File: config.mk
export PLATFORM = sky130hd
export DESIGN_NAME = cts_regen_sched
export DESIGN_NICKNAME = d
export VERILOG_FILES = /design/src/rtl/cts_regen_pkg.sv /design/src/rtl/cts_alternator.sv /design/src/rtl/cts_sync_divider.sv /design/src/rtl/cts_meter.sv /design/src/rtl/cts_regen_sched.sv
export SDC_FILE = /design/constraint.sdc
export NUM_CORES = 1
export LEC_CHECK = 0
export BUFFER_PORTS_ARGS = -buffer_cell sky130_fd_sc_hd__buf_2
export CORE_ASPECT_RATIO = 1.75
export CORE_UTILIZATION = 30
export CTS_BUF_LIST = sky130_fd_sc_hd__clkbuf_2
export DETAILED_ROUTE_END_ITERATION = 10
export MAX_ROUTING_LAYER = met4
export SYNTH_ARGS = -nofsm -noshare
export SYNTH_HDL_FRONTEND = slang
export SYNTH_HIERARCHICAL = 1
export SYNTH_SLANG_ARGS = --single-unit
File: constraint.sdc
create_clock -name clk -period 4.9 [get_ports clk]
set_clock_uncertainty 0.05 [all_clocks]
set_input_delay 0.735 -clock clk [delete_from_list [all_inputs] [get_ports clk]]
set_output_delay 0.735 -clock clk [all_outputs]
set_load 0.005 [all_outputs]
File: src/rtl/cts_regen_pkg.sv
`timescale 1ns/1ps
package cts_regen_pkg;
  localparam int DEF_CTS_W   = 20;
  localparam int DEF_N_W     = 20;
  localparam int DEF_N_SHIFT = 7;

  typedef enum logic {
    SRC_TABLE    = 1'b0,
    SRC_MEASURED = 1'b1
  } cts_src_e;
endpackage

File: src/rtl/cts_alternator.sv
`timescale 1ns/1ps
module cts_alternator #(
  parameter int W = 20
) (
  input  logic         clk,
  input  logic         rst_n,
  input  logic         restart,
  input  logic         tick,
  input  logic [W-1:0] period0,
  input  logic [W-1:0] period1,
  input  logic [W-1:0] cts0,
  input  logic [W-1:0] cts1,
  output logic [W-1:0] cts_cur
);
  logic         sel_q;
  logic [W-1:0] pc_q;
  logic [W-1:0] raw_lim;
  logic [W-1:0] lim;
  logic [W:0]   pc_inc;

  always_comb begin
    raw_lim = sel_q ? period1 : period0;
    lim     = (raw_lim == '0) ? {{(W-1){1'b0}}, 1'b1} : raw_lim;
    pc_inc  = {1'b0, pc_q} + {{W{1'b0}}, 1'b1};
    cts_cur = sel_q ? cts1 : cts0;
  end

  always_ff @(posedge clk) begin
    if (!rst_n || restart) begin
      sel_q <= 1'b0;
      pc_q  <= '0;
    end else if (tick) begin
      if (pc_inc >= {1'b0, lim}) begin
        pc_q  <= '0;
        sel_q <= ~sel_q;
      end else begin
        pc_q <= pc_inc[W-1:0];
      end
    end
  end

  a_r5_pc_below_limit: assert property (@(posedge clk) disable iff (!rst_n)
    pc_q < lim);
  a_r9_restart_to_first: assert property (@(posedge clk) disable iff (!rst_n)
    restart |=> (!sel_q && pc_q == '0));
endmodule

File: src/rtl/cts_sync_divider.sv
`timescale 1ns/1ps
module cts_sync_divider #(
  parameter int N_W     = 20,
  parameter int N_SHIFT = 7
) (
  input  logic           clk,
  input  logic           rst_n,
  input  logic           restart,
  input  logic           sync,
  input  logic [N_W-1:0] n_val,
  output logic           done
);
  logic [N_W-1:0] div;
  logic [N_W-1:0] cnt_q;
  logic [N_W:0]   cnt_inc;

  always_comb begin
    div     = n_val >> N_SHIFT;
    if (div == '0) div = {{(N_W-1){1'b0}}, 1'b1};
    cnt_inc = {1'b0, cnt_q} + {{N_W{1'b0}}, 1'b1};
    done    = sync && !restart && (cnt_inc >= {1'b0, div});
  end

  always_ff @(posedge clk) begin
    if (!rst_n || restart) cnt_q <= '0;
    else if (sync) cnt_q <= done ? '0 : cnt_inc[N_W-1:0];
  end

  a_r4_count_below_div: assert property (@(posedge clk) disable iff (!rst_n)
    cnt_q < div);
endmodule

File: src/rtl/cts_meter.sv
`timescale 1ns/1ps
module cts_meter #(
  parameter int W = 20
) (
  input  logic         clk,
  input  logic         rst_n,
  input  logic         restart,
  input  logic         window_end,
  output logic [W-1:0] measured
);
  logic [W-1:0] pix_q;

  always_comb measured = (&pix_q) ? pix_q : pix_q + {{(W-1){1'b0}}, 1'b1};

  always_ff @(posedge clk) begin
    if (!rst_n || restart || window_end) pix_q <= '0;
    else pix_q <= measured;
  end

  a_r7_restart_clears: assert property (@(posedge clk) disable iff (!rst_n)
    (restart || window_end) |=> (measured == {{(W-1){1'b0}}, 1'b1}));
endmodule

File: src/rtl/cts_regen_sched.sv
`timescale 1ns/1ps
module cts_regen_sched
  import cts_regen_pkg::*;
#(
  parameter int CTS_W   = DEF_CTS_W,
  parameter int N_W     = DEF_N_W,
  parameter int N_SHIFT = DEF_N_SHIFT
) (
  input  logic             clk,
  input  logic             rst_n,
  input  logic             cfg_wr,
  input  logic             cfg_sync_tick,
  input  logic             cfg_disable,
  input  logic             cfg_ext_cts,
  input  logic [N_W-1:0]   cfg_n,
  input  logic [CTS_W-1:0] cts0_val,
  input  logic [CTS_W-1:0] cts1_val,
  input  logic [CTS_W-1:0] period0_val,
  input  logic [CTS_W-1:0] period1_val,
  input  logic             aud_sync,
  input  logic             pkt_ready,
  output logic             pkt_valid,
  output logic [N_W-1:0]   pkt_n,
  output logic [CTS_W-1:0] pkt_cts
);
  logic             sync_tick_q, off_q;
  cts_src_e         src_q;
  logic [N_W-1:0]   n_q;
  logic [CTS_W-1:0] c0_q, c1_q, p0_q, p1_q;
  logic             tick, win_done, offer, can_load;
  logic [CTS_W-1:0] table_cts, meas_cts, chosen_cts;

  always_ff @(posedge clk) begin
    if (!rst_n) begin
      sync_tick_q <= 1'b0;
      off_q       <= 1'b1;
      src_q       <= SRC_TABLE;
      n_q         <= '0;
      c0_q        <= '0;
      c1_q        <= '0;
      p0_q        <= '0;
      p1_q        <= '0;
    end else if (cfg_wr) begin
      sync_tick_q <= cfg_sync_tick;
      off_q       <= cfg_disable;
      src_q       <= cfg_ext_cts ? SRC_MEASURED : SRC_TABLE;
      n_q         <= cfg_n;
      c0_q        <= cts0_val;
      c1_q        <= cts1_val;
      p0_q        <= period0_val;
      p1_q        <= period1_val;
    end
  end

  always_comb tick = !cfg_wr && (sync_tick_q ? aud_sync : 1'b1);

  cts_alternator #(.W(CTS_W)) u_alt (
    .clk(clk), .rst_n(rst_n), .restart(cfg_wr), .tick(tick),
    .period0(p0_q), .period1(p1_q), .cts0(c0_q), .cts1(c1_q),
    .cts_cur(table_cts)
  );

  cts_sync_divider #(.N_W(N_W), .N_SHIFT(N_SHIFT)) u_div (
    .clk(clk), .rst_n(rst_n), .restart(cfg_wr), .sync(aud_sync),
    .n_val(n_q), .done(win_done)
  );

  cts_meter #(.W(CTS_W)) u_meter (
    .clk(clk), .rst_n(rst_n), .restart(cfg_wr), .window_end(win_done),
    .measured(meas_cts)
  );

  always_comb begin
    chosen_cts = (src_q == SRC_MEASURED) ? meas_cts : table_cts;
    offer      = win_done && !off_q;
    can_load   = !pkt_valid || pkt_ready;
  end

  always_ff @(posedge clk) begin
    if (!rst_n) begin
      pkt_valid <= 1'b0;
      pkt_n     <= '0;
      pkt_cts   <= '0;
    end else if (offer && can_load) begin
      pkt_valid <= 1'b1;
      pkt_n     <= n_q;
      pkt_cts   <= chosen_cts;
    end else if (pkt_ready) begin
      pkt_valid <= 1'b0;
    end
  end

  a_r8_hold_until_taken: assert property (@(posedge clk) disable iff (!rst_n)
    (pkt_valid && !pkt_ready) |=> (pkt_valid && $stable(pkt_n) && $stable(pkt_cts)));
  a_r3_quiet_when_off: assert property (@(posedge clk) disable iff (!rst_n)
    (off_q && !cfg_wr && !pkt_valid) |=> !pkt_valid);
endmodule

* Yosys cells after proc, flatten, opt, wreduce, memory -nomap -nowiden *
Cells that the tools add are included.

operators by class
  add/sub/neg operators = 3
  order comparisons = 2
  mux-type cells = 12
  bitwise gates (word level) = 1
  reductions and logical operators = 17

operators by type and width
  cell                                            number
  2-to-1 mux 20 bit                               7
  adder 20 x 1 -> 21 bit (second input constant)  2
  >= comparator 21 x 20 -> 1 bit                  2
  zero test 20 bit                                2
  adder 20 x 1 -> 20 bit (second input constant)  1
  AND reduction 20 bit                            1
  2-to-1 mux 13 bit                               1
  logical AND 1 bit                               5
  zero test 1 bit                                 4
  2-to-1 mux 1 bit                                4
  logical OR 1 bit                                3
  AND reduction 2 bit                             1
  nonzero test 2 bit                              1
  inverter 1 bit                                  1

word-level totals
  register bits = 205
  input port bits = 108
  output and inout port bits = 41
  word-level logic and storage cells = 50

* Logic depth before layout (Yosys ltp) *
Gate-level depths: netlist of the first run.

  depth after elaboration = 7
  mapped depth = 18
  gate-level depth less buffers = 16

* Modules after synthesis *
Netlist of the first run, hierarchy kept.

by module, submodules not included
  module            instances  cells each  area an instance (um^2)  sequential area each (um^2)
  cts_regen_sched   1          524         5516.5                   2882.8
  cts_alternator    1          264         2110.8                   420.4
  cts_sync_divider  1          193         1473.9                   400.4
  cts_meter         1          144         1211.2                   400.4

* Worst setup path before layout of the first run *
OpenSTA, ideal clock, no wires.

  path type = register to register
  start = register u_div.cnt_q[0]
  end = register u_meter.pix_q[0]
  setup time = 0.078 ns
  arrival time = 3.819 ns
  required time = 4.772 ns
  setup slack = 0.953 ns
  stages on the path, launching flop included = 18
  path buffers = 2
  clock period less this slack = 3.947 ns
  cell sequence = dfxtp_1 -> ha_1 -> nand3_1 -> or3_1 -> buf_2 -> nor2_1 -> xor2_1 -> ha_1 -> a21oi_1 -> o21ai_0 -> a21oi_1 -> o211ai_1 -> nor4_4 -> nand2_4 -> and3b_1 -> or3b_2 -> clkbuf_1 -> nor3_1

between the ends
  longest elaborated chain between the ends = 4

RTL lines
  element                         RTL line                source
  from (decl)                     cts_sync_divider.sv:14  logic [N_W-1:0] cnt_q;
  from (signal assigned)          cts_sync_divider.sv:26  else if (sync) cnt_q <= done ? '0 : cnt_inc[N_W-1:0];
  adder 20 x 1 -> 21 bit          cts_sync_divider.sv:20  cnt_inc = {1'b0, cnt_q} + {{N_W{1'b0}}, 1'b1};
  >= comparator 21 x 20 -> 1 bit  cts_sync_divider.sv:21  done = sync && !restart && (cnt_inc >= {1'b0, div});
  logical AND 1 bit               cts_sync_divider.sv:21
  named net win_done              cts_regen_sched.sv:30   logic tick, win_done, offer, can_load;
  logical OR 1 bit                cts_meter.sv:16         if (!rst_n || restart || window_end) pix_q <= '0;
  to (signal assigned)            cts_meter.sv:17         else pix_q <= measured;
  to (decl)                       cts_meter.sv:11         logic [W-1:0] pix_q;

The timed path passes the listed nets, and every way through them passes these cells.
A chain may end at the register's enable or synchronous reset.

* Final worst setup path of the first run *
  start = register u_div.cnt_q[0]
  end = register u_meter.pix_q[18]

Same word-level chain as after synthesis.

==> qor.tcl, run 1 <==
set qor(timing.max_cap.violations) 0
set qor(synth_warnings) 6
set qor(route.detailed.drc) 0
set qor(routed_wirelength_um) 29000
set qor(max-clock-path-buffers) 3
set qor(die_w_um) 142
set qor(wl_per_cell_um) 15.8
set qor(maxClockFrequency_ghz) 0.225
set qor(tritoncts_num_sinks) 205
set qor(layout.filler_cells) 3453
set qor(min_period_over_period_pct) 90.6
set qor(worst-path-max-fanout) 12
set qor(worst_ep_required_time_ns) 5.60
set qor(power.density_mw_per_mm2) 262
set qor(layoutNonFillerInstCount) 1829
set qor(gr-usage-all-layers_pct) 17.1
set qor(final_common_cell) {dfxtp_1}
set qor(synth.lib_cells_used.distinct) 71
set qor(detail_route.vias_per_cell) 4.90
set qor(drv_slew) 0
set qor(net_count_of_the_finished_layout) 1477
set qor(final_min_period_ns) 4.44
set qor(synth-edff-count) 0
set qor(die_height_um) 247
set qor(area_grow_syn2layout_pct) 20.8
set qor(postSynthCellCount) 1125
set qor(clkSlewWorstSetupHoldPaths_ns) 0.11
set qor(post-dp-hpwl_um) 20300
set qor(cts_buffers) 50
set qor(io_pins) 149
set qor(arrival_ns) 5.14
set qor(routed-via-count) 8957
set qor(drt_first_pass_iters) 5
set qor(critical_path.startpoint_type) {flop}
set qor(grt_start_max_net_pins) 64
set qor(endpoint_kind_of_the_worst_setup_timing_path) {flop}
set qor(cts_tree) {done}
set qor(post_synth_instance_area_mm2) 0.0103
set qor(slew-limit-headroom_pct) 24.0
set qor(final_hold_viol_count) 0
set qor(power.static_leakage_nw) 5.26
set qor(hold_path.class) {in -> reg}
set qor(min_hold_slack_ns) 0.0778
set qor(core_area_mm2) 0.0337
set qor(yosysSeqAreaShare_pct) 39.8
set qor(cts_resized) 0
set qor(cts.root.buffer_cell) {clkbuf_2}
set qor(drive_gt1_share_pct) 22.3
set qor(initial_core_util_pct) 30.6
set qor(place.detailed.instances) 1668
set qor(ys_ff_latch) 205
set qor(fp-row-count) 89
set qor(finalSetupTns_ns) 0
set qor(run_status) {finished, final reports clean}
set qor(worst-slew-pin-transition_ns) 1.13
set qor(synth_area_per_cell_um2) 9.17
set qor(first_global_vias) 9012
set qor(antenna_violations_before_repair) 3
set qor(synthFlopType) {dfxtp_1}
set qor(critPathKind) {reg -> reg}
set qor(rsz0062_at_grt) {no}
set qor(antenna_violating_nets_remaining) 0
set qor(placement.cell_area_mm2) 0.0113
set qor(finalInstanceArea_mm2) 0.0125
set qor(postSynth.asyncResetShare_pct) 0
set qor(globalRouteOverflowTotal) 0
set qor(most-common-layout-cells) {204 x dfxtp_1, 147 x buf_2, 146 x mux2i_1}
set qor(worstSkewPairLatency_ns) 0.86
set qor(worst_vdd_ir_mv) 0.222
set qor(synth_nets) 1269
set qor(place.port_buffers) 148
set qor(clock_tree.htree_level_count) 2
set qor(dieArea_mm2) 0.0351
set qor(detail_route.iter0.violations) 302
set qor(power_mw) 3.27
set qor(global_route_wire_length_before_repair_um) 45500
set qor(setup_violation_total_in_the_final_timing_report) 0
set qor(gp_congestion) 0.898
[path summary, 6_finish.rpt]
| check | from | depth (start not counted) | end | slack, ns |
|---|---|---|---|---|
| worst min-delay path | cts0_val[9] | 3 | c0_q[9]$_SDFFE_PN0P_ | 0.08 |
| worst max-delay path | u_div/cnt_q[0]$_SDFFE_PP0P_ | 15 | u_meter/pix_q[18]$_SDFF_PP0_ | 0.46 |
| worst max register to register | u_div/cnt_q[0]$_SDFFE_PP0P_ | 15 | u_meter/pix_q[18]$_SDFF_PP0_ | 0.46 |
| worst min register to register | n_q[0]$_SDFFE_PN0P_ | 2 | pkt_n[0]$_SDFFE_PN0P_ | 0.41 |
[flip-flops by register name, summed over array words and instances (netlist names)]
name / cells
p1_q: 20
pkt_n: 20
sync_tick_q: 1
c0_q: 20
u_meter/pix_q: 20
pkt_valid: 1
u_div/cnt_q: 20
pkt_cts: 20
c1_q: 20
n_q: 20
src_q: 1
u_alt/sel_q: 1
off_q: 1
p0_q: 20
u_alt/pc_q: 20
[per-stage QoR]
stage          setup slack [ns]  util, %
2_1_floorplan             0.953        -
3_5_place_dp              0.572     33.5
4_1_cts                   0.454     36.9
5_1_grt                   0.130     36.9
3_3_place_gp              0.627     33.5
6_report                  0.461     36.9
[where the power goes]
| part | switching (mW) | internal, mW | total [mW] |
|---|---|---|---|
| registers | 0.0370 | 1.72 | 1.76 |
| logic | 0.186 | 0.172 | 0.358 |
| clock network | 0.709 | 0.445 | 1.15 |
| total | 0.932 | 2.34 | 3.27 |
[logic make-up after synthesis]
logic type | after synthesis | share of synthesized area, %
compound gates | 181 | 11.5
flops | 205 | 39.8
mux | 167 | 16.5
fa+ha+maj | 36 | 4.37
buf+inv | 99 | 5.28
xor+xnor | 34 | 2.89
simple gates | 403 | 19.7
[area by class of cell]
class | count | area, um2 | area share, %
Tap cell | 455 | 569 | 4.57
Inverter | 23 | 88.8 | 0.713
Multi-Input combinational cell | 821 | 5670 | 45.5
Timing Repair Buffer | 232 | 1560 | 12.5
Sequential cell | 205 | 4110 | 33.0
Clock inverter | 18 | 97.6 | 0.784
Clock buffer | 71 | 355 | 2.85
Antenna cell | 4 | 10.0 | 0.0804
[worst max-delay path, stage by stage (launching register included)]
cell      delay [ns]
dfxtp_1         0.43
ha_1            0.21
nand3_1         0.11
or3_1           0.51
nor2_1          0.18
xor2_1          0.20
ha_1            0.27
a21oi_1         0.13
o21ai_0         0.10
a21oi_1         0.13
o211ai_1        0.15
nor4_4          0.50
nand2_4         0.18
and3b_1         0.25
or3b_2          0.62
a211oi_1        0.32
[Yosys cell counts (14+ instances only)]
cell | n | area [um2]
a211oi_2 | 20 | 250
a21oi_1 | 88 | 440
and2_1 | 14 | 87.6
buf_2 | 29 | 145
clkbuf_1 | 21 | 78.8
dfxtp_1 | 205 | 4100
ha_1 | 36 | 450
inv_1 | 21 | 78.8
mux2_2 | 20 | 225
mux2i_1 | 146 | 1460
nand2_1 | 84 | 315
nand3_1 | 62 | 310
nand4_1 | 21 | 131
nor2_1 | 127 | 477
nor3_1 | 22 | 110
o21ai_0 | 27 | 135
o21ai_1 | 15 | 75.1
xnor2_1 | 23 | 201
[layer usage]
layer	wire (um)	track usage, %	vias to the layer above
li1	-	-	4442
met1	10800	16.7	4183
met2	15300	30.8	231
met3	1220	2.92	101
met4	1650	10.9	0
met5	0	-	-
[timing repair]
action	in CTS	in global routing
hold buffers	67	1
buffers inserted	0	0
endpoints found under the hold margin	67	1
setup endpoints to repair	0	0
Power figures use the tool's default switching activity.
==> run 2: changes to the inputs <==
--- a/config.mk
+++ b/config.mk
@@ -5,10 +5,12 @@
 export SDC_FILE = /design/constraint.sdc
 export NUM_CORES = 1
 export LEC_CHECK = 0
+export ABC_AREA = 1
 export BUFFER_PORTS_ARGS = -buffer_cell sky130_fd_sc_hd__buf_2
 export CORE_ASPECT_RATIO = 1.75
 export CORE_UTILIZATION = 30
-export CTS_BUF_LIST = sky130_fd_sc_hd__clkbuf_2
+export CTS_BUF_LIST = sky130_fd_sc_hd__clkbuf_4
+export CTS_CLUSTER_DIAMETER = 80
 export DETAILED_ROUTE_END_ITERATION = 10
 export MAX_ROUTING_LAYER = met4
 export SYNTH_ARGS = -nofsm -noshare
==> qor.tcl, run 2 <==
set qor(timing.max_cap.violations) 0 ;# unchanged
set qor(power.net_switching_mw) 0.972 ;# +4.3%
set qor(synthMostInstantiatedCell) {nor2_1}
set qor(worstSetupEndpoint) {u_meter/pix_q[11]$_SDFF_PP0_}
set qor(postSynth.asyncResetShare_pct) 0 ;# unchanged
set qor(hold_path.class) {in -> reg}
set qor(cts_buffers) 51 ;# +2.0%
set qor(power.share.switching_pct) 27.7 ;# -0.86 points
set qor(worst-slew-pin-transition_ns) 1.12 ;# -0.00757 ns
set qor(drv_slew) 0 ;# unchanged
set qor(routed-via-count) 10700 ;# +19%
set qor(top_cells_by_instance_count_after_synthesis) {359 x nor2_1, 303 x nand2_1, 205 x dfxtp_1}
set qor(synth_largest_type_area_fraction_pct) 36.6 ;# -3.2 points
set qor(cp-startpoint) {u_div/cnt_q[0]$_SDFFE_PP0P_}
set qor(power.static_leakage_nw) 5.78 ;# +10%
set qor(endpoint_kind_of_the_worst_setup_timing_path) {flop}
set qor(die_w_um) 148 ;# +4.3%
set qor(post-cts-setup-buffer-count) 0 ;# unchanged
set qor(detail_route.vias_per_cell) 4.65 ;# -5.1%
set qor(die_height_um) 258 ;# +4.3%
set qor(crit_slowest_cell) {dfxtp_1}
set qor(ys_ff_latch) 205 ;# unchanged
set qor(clock_tree.htree_level_count) 2 ;# unchanged
set qor(final_hold_viol_count) 0 ;# unchanged
set qor(power.density_mw_per_mm2) 274 ;# +4.4%
set qor(fin_ws_ns) 1.27 ;# +0.808 ns
set qor(worstSkewPairLatency_ns) 0.71 ;# -0.15 ns
set qor(initial_core_util_pct) 30.4 ;# -0.13 points
set qor(synth_area_per_cell_um2) 6.82 ;# -26%
set qor(io_pins) 149 ;# unchanged
set qor(global_route_wire_length_before_repair_um) 50700 ;# +12%
set qor(reg_power_share_pct) 50.3 ;# -3.5 points
set qor(min_path_cells) 3 ;# unchanged
set qor(fp-row-count) 93 ;# +4.5%
set qor(post-dp-hpwl_um) 22800 ;# +12%
set qor(grt_met3_usage_pct) 2.47 ;# -0.45 points
set qor(final_common_cell) {nor2_1}
set qor(post_synth_instance_area_mm2) 0.0112 ;# +8.9%
set qor(slew-limit-headroom_pct) 24.9 ;# +0.90 points
set qor(wl_per_cell_um) 13.8 ;# -13%
set qor(critical_path.reg2reg.startpoint) {u_div/cnt_q[0]$_SDFFE_PP0P_}
set qor(rsz0062_at_grt) {no}
set qor(min_period_over_period_pct) 74.1 ;# -16 points
set qor(grt.met1_usage_pct) 16.8 ;# +0.061 points
set qor(cts_tree) {done}
set qor(worstPathCellList) {ha_1 > nand3_2 > inv_2 > nand2_4 > nor3_1 > xor2_1 > ha_1 > nand2_1 > a21oi_1 > nor2_1 > nand3_1 > nor2_1 > nand2_1 > nor2_1 > nand2_1 > nand2_2 > inv_1 > nor3_2 > buf_4 > inv_1 > a31oi_1}
set qor(synth_warnings) 6 ;# unchanged
set qor(antenna_violating_nets_remaining) 0 ;# unchanged
set qor(gr-usage-all-layers_pct) 17.1 ;# +0.046 points
set qor(antenna_violations_before_repair) 6 ;# +3
set qor(run_status) {finished, final reports clean}
set qor(p_int_mw) 2.54 ;# +8.8%
set qor(worst_vdd_ir_mv) 0.163 ;# -27%
set qor(critical_path.startpoint_type) {flop}
set qor(synth_top_cells_by_area) {dfxtp_1 37%, nor2_1 12%, nand2_1 10%}
set qor(core_area_mm2) 0.0369 ;# +9.3%
set qor(synth-edff-count) 0 ;# unchanged
set qor(max-clock-path-buffers) 3 ;# unchanged
set qor(grt_start_max_net_pins) 115 ;# +80%
set qor(place.port_buffers) 148 ;# unchanged
set qor(cp_slowest_stage_delay_ns) 0.44 ;# -0.18 ns
set qor(dieArea_mm2) 0.0382 ;# +8.8%
set qor(postSynthCellCount) 1645 ;# +46%
set qor(grt-busiest-layer) {met2}
set qor(arrival_ns) 4.18 ;# -0.96 ns
set qor(area_grow_syn2layout_pct) 14.2
set qor(drive_gt1_share_pct) 18.9 ;# -3.4 points
set qor(reg2regPathDepth) 21 ;# +6
set qor(cts.hold.buffers_added) 0 ;# -100%
set qor(finalSetupTns_ns) 0 ;# unchanged
set qor(worst_ep_required_time_ns) 5.45 ;# -0.15 ns
set qor(fin_util_pct) 34.8 ;# -2.1 points
set qor(synth.lib_cells_used.distinct) 45 ;# -37%
set qor(most-common-layout-cells) {359 x nor2_1, 303 x nand2_1, 204 x dfxtp_1}
set qor(worst-path-max-fanout) 13 ;# +1
set qor(yosysSeqAreaShare_pct) 36.6 ;# -3.2 points
set qor(first_global_vias) 10600 ;# +18%
set qor(power_mw) 3.51 ;# +7.5%
set qor(cts_resized) 0 ;# unchanged
set qor(globalRouteOverflowTotal) 0 ;# unchanged
set qor(use_met2_pct) 30.5 ;# -0.35 points
set qor(r2r_slack_ns) 1.27 ;# +0.81 ns
set qor(layout.filler_cells) 4022 ;# +16%
set qor(maxClockFrequency_ghz) 0.275 ;# +22%
set qor(tritoncts_num_sinks) 205 ;# unchanged
set qor(route.detailed.drc) 0 ;# unchanged
set qor(net_count_of_the_finished_layout) 1924 ;# +30%
set qor(cts.root.buffer_cell) {clkbuf_4}
set qor(final_min_period_ns) 3.63 ;# -0.808 ns
set qor(power.share.combinational_pct) 9.4 ;# -1.6 points
set qor(setup_violation_total_in_the_final_timing_report) 0 ;# unchanged
set qor(regToRegEndpoint) {u_meter/pix_q[11]$_SDFF_PP0_}
set qor(clkSlewWorstSetupHoldPaths_ns) 0.07 ;# -0.04 ns
set qor(drt_first_pass_iters) 5 ;# unchanged
set qor(synth.largest_area_cell) {dfxtp_1}
set qor(gp_congestion) 0.919 ;# +2.3%
set qor(routed_wirelength_um) 31600 ;# +9.2%
set qor(synthFlopType) {dfxtp_1}
set qor(synth_nets) 1789 ;# +41%
set qor(detailedPlace.worstSlack_ns) 1.32 ;# +0.743 ns
set qor(detail_route.iter0.violations) 414 ;# +37%
set qor(critPathKind) {reg -> reg}
set qor(p_clk_share_pct) 40.3 ;# +5.0 points
[run 2: cell families (layout without fill, tap and decap cells)]
| family | after synthesis | count (layout) | share of synthesized area [%] |
|---|---|---|---|
| AOI/OAI and AO/OA | 243 | 243 | 11.9 |
| buffers and inverters | 266 | 433 | 10.3 |
| muxes | 33 | 33 | 3.21 |
| and+or+nand+nor | 833 | 833 | 31.6 |
| other | 0 | 6 | 0 |
| DFF | 205 | 205 | 36.6 |
| adders and majority gates | 36 | 36 | 4.01 |
| xor gates and xnor gates | 29 | 29 | 2.33 |
[run 2: layout make-up]
| cell class | count | area, um2 | share of cell area, % |
|---|---|---|---|
| Timing Repair Buffer | 160 | 833 | 6.50 |
| Sequential cell | 205 | 4110 | 32.0 |
| Clock buffer | 67 | 503 | 3.92 |
| Multi-Input combinational cell | 1174 | 5960 | 46.5 |
| Tap cell | 475 | 594 | 4.63 |
| Antenna cell | 6 | 15.0 | 0.117 |
| Inverter | 188 | 708 | 5.52 |
| Clock inverter | 18 | 101 | 0.790 |
[run 2: power by group through the flow]
stage / clock, mW / sequential [mW] / combinational [mW]
floorplan: 0 / 1.79 / 0.233
global placement: 0 / 1.80 / 0.331
detailed placement: 0 / 1.80 / 0.335
CTS: 1.48 / 1.77 / 0.337
global route: 1.56 / 1.77 / 0.380
finish: 1.41 / 1.77 / 0.332
[run 2: worst min-delay path by stage]
stage | startpoint | endpoint | slack, ns
global route | cfg_disable | off_q$_SDFFE_PN1P_ | 0.16
detailed placement | n_q[5]$_SDFFE_PN0P_ | n_q[5]$_SDFFE_PN0P_ | 0.40
floorplan | n_q[0]$_SDFFE_PN0P_ | n_q[0]$_SDFFE_PN0P_ | 0.38
CTS | cts1_val[15] | c1_q[15]$_SDFFE_PN0P_ | 0.14
global placement | n_q[5]$_SDFFE_PN0P_ | n_q[5]$_SDFFE_PN0P_ | 0.39
finish | period1_val[10] | p1_q[10]$_SDFFE_PN0P_ | 0.20
[run 2: per-layer routing]
layer  wire length [um]  vias up
li1                   -     5488
met1              12200     4843
met2              16400      211
met3                959      111
met4               2000        0
met5                  0        -
[run 2: critical path, delay by kind of cell (launching register included)]
family          cells  cell delay (ns)
compound gates      2             0.31
xor+xnor            1             0.22
fa+ha+maj           2             0.54
buf+inv             4             0.62
flops               1             0.44
simple gates       12             1.33
[run 2: per-stage QoR]
stage	instance area (um2)	hold slack [ns]	instances
finish	12800	0.198	2293
global route	12800	0.159	2293
CTS	12800	0.140	2287
detailed placement	12200	0.402	2202
global placement	12200	0.393	2202
floorplan	11200	0.384	1645
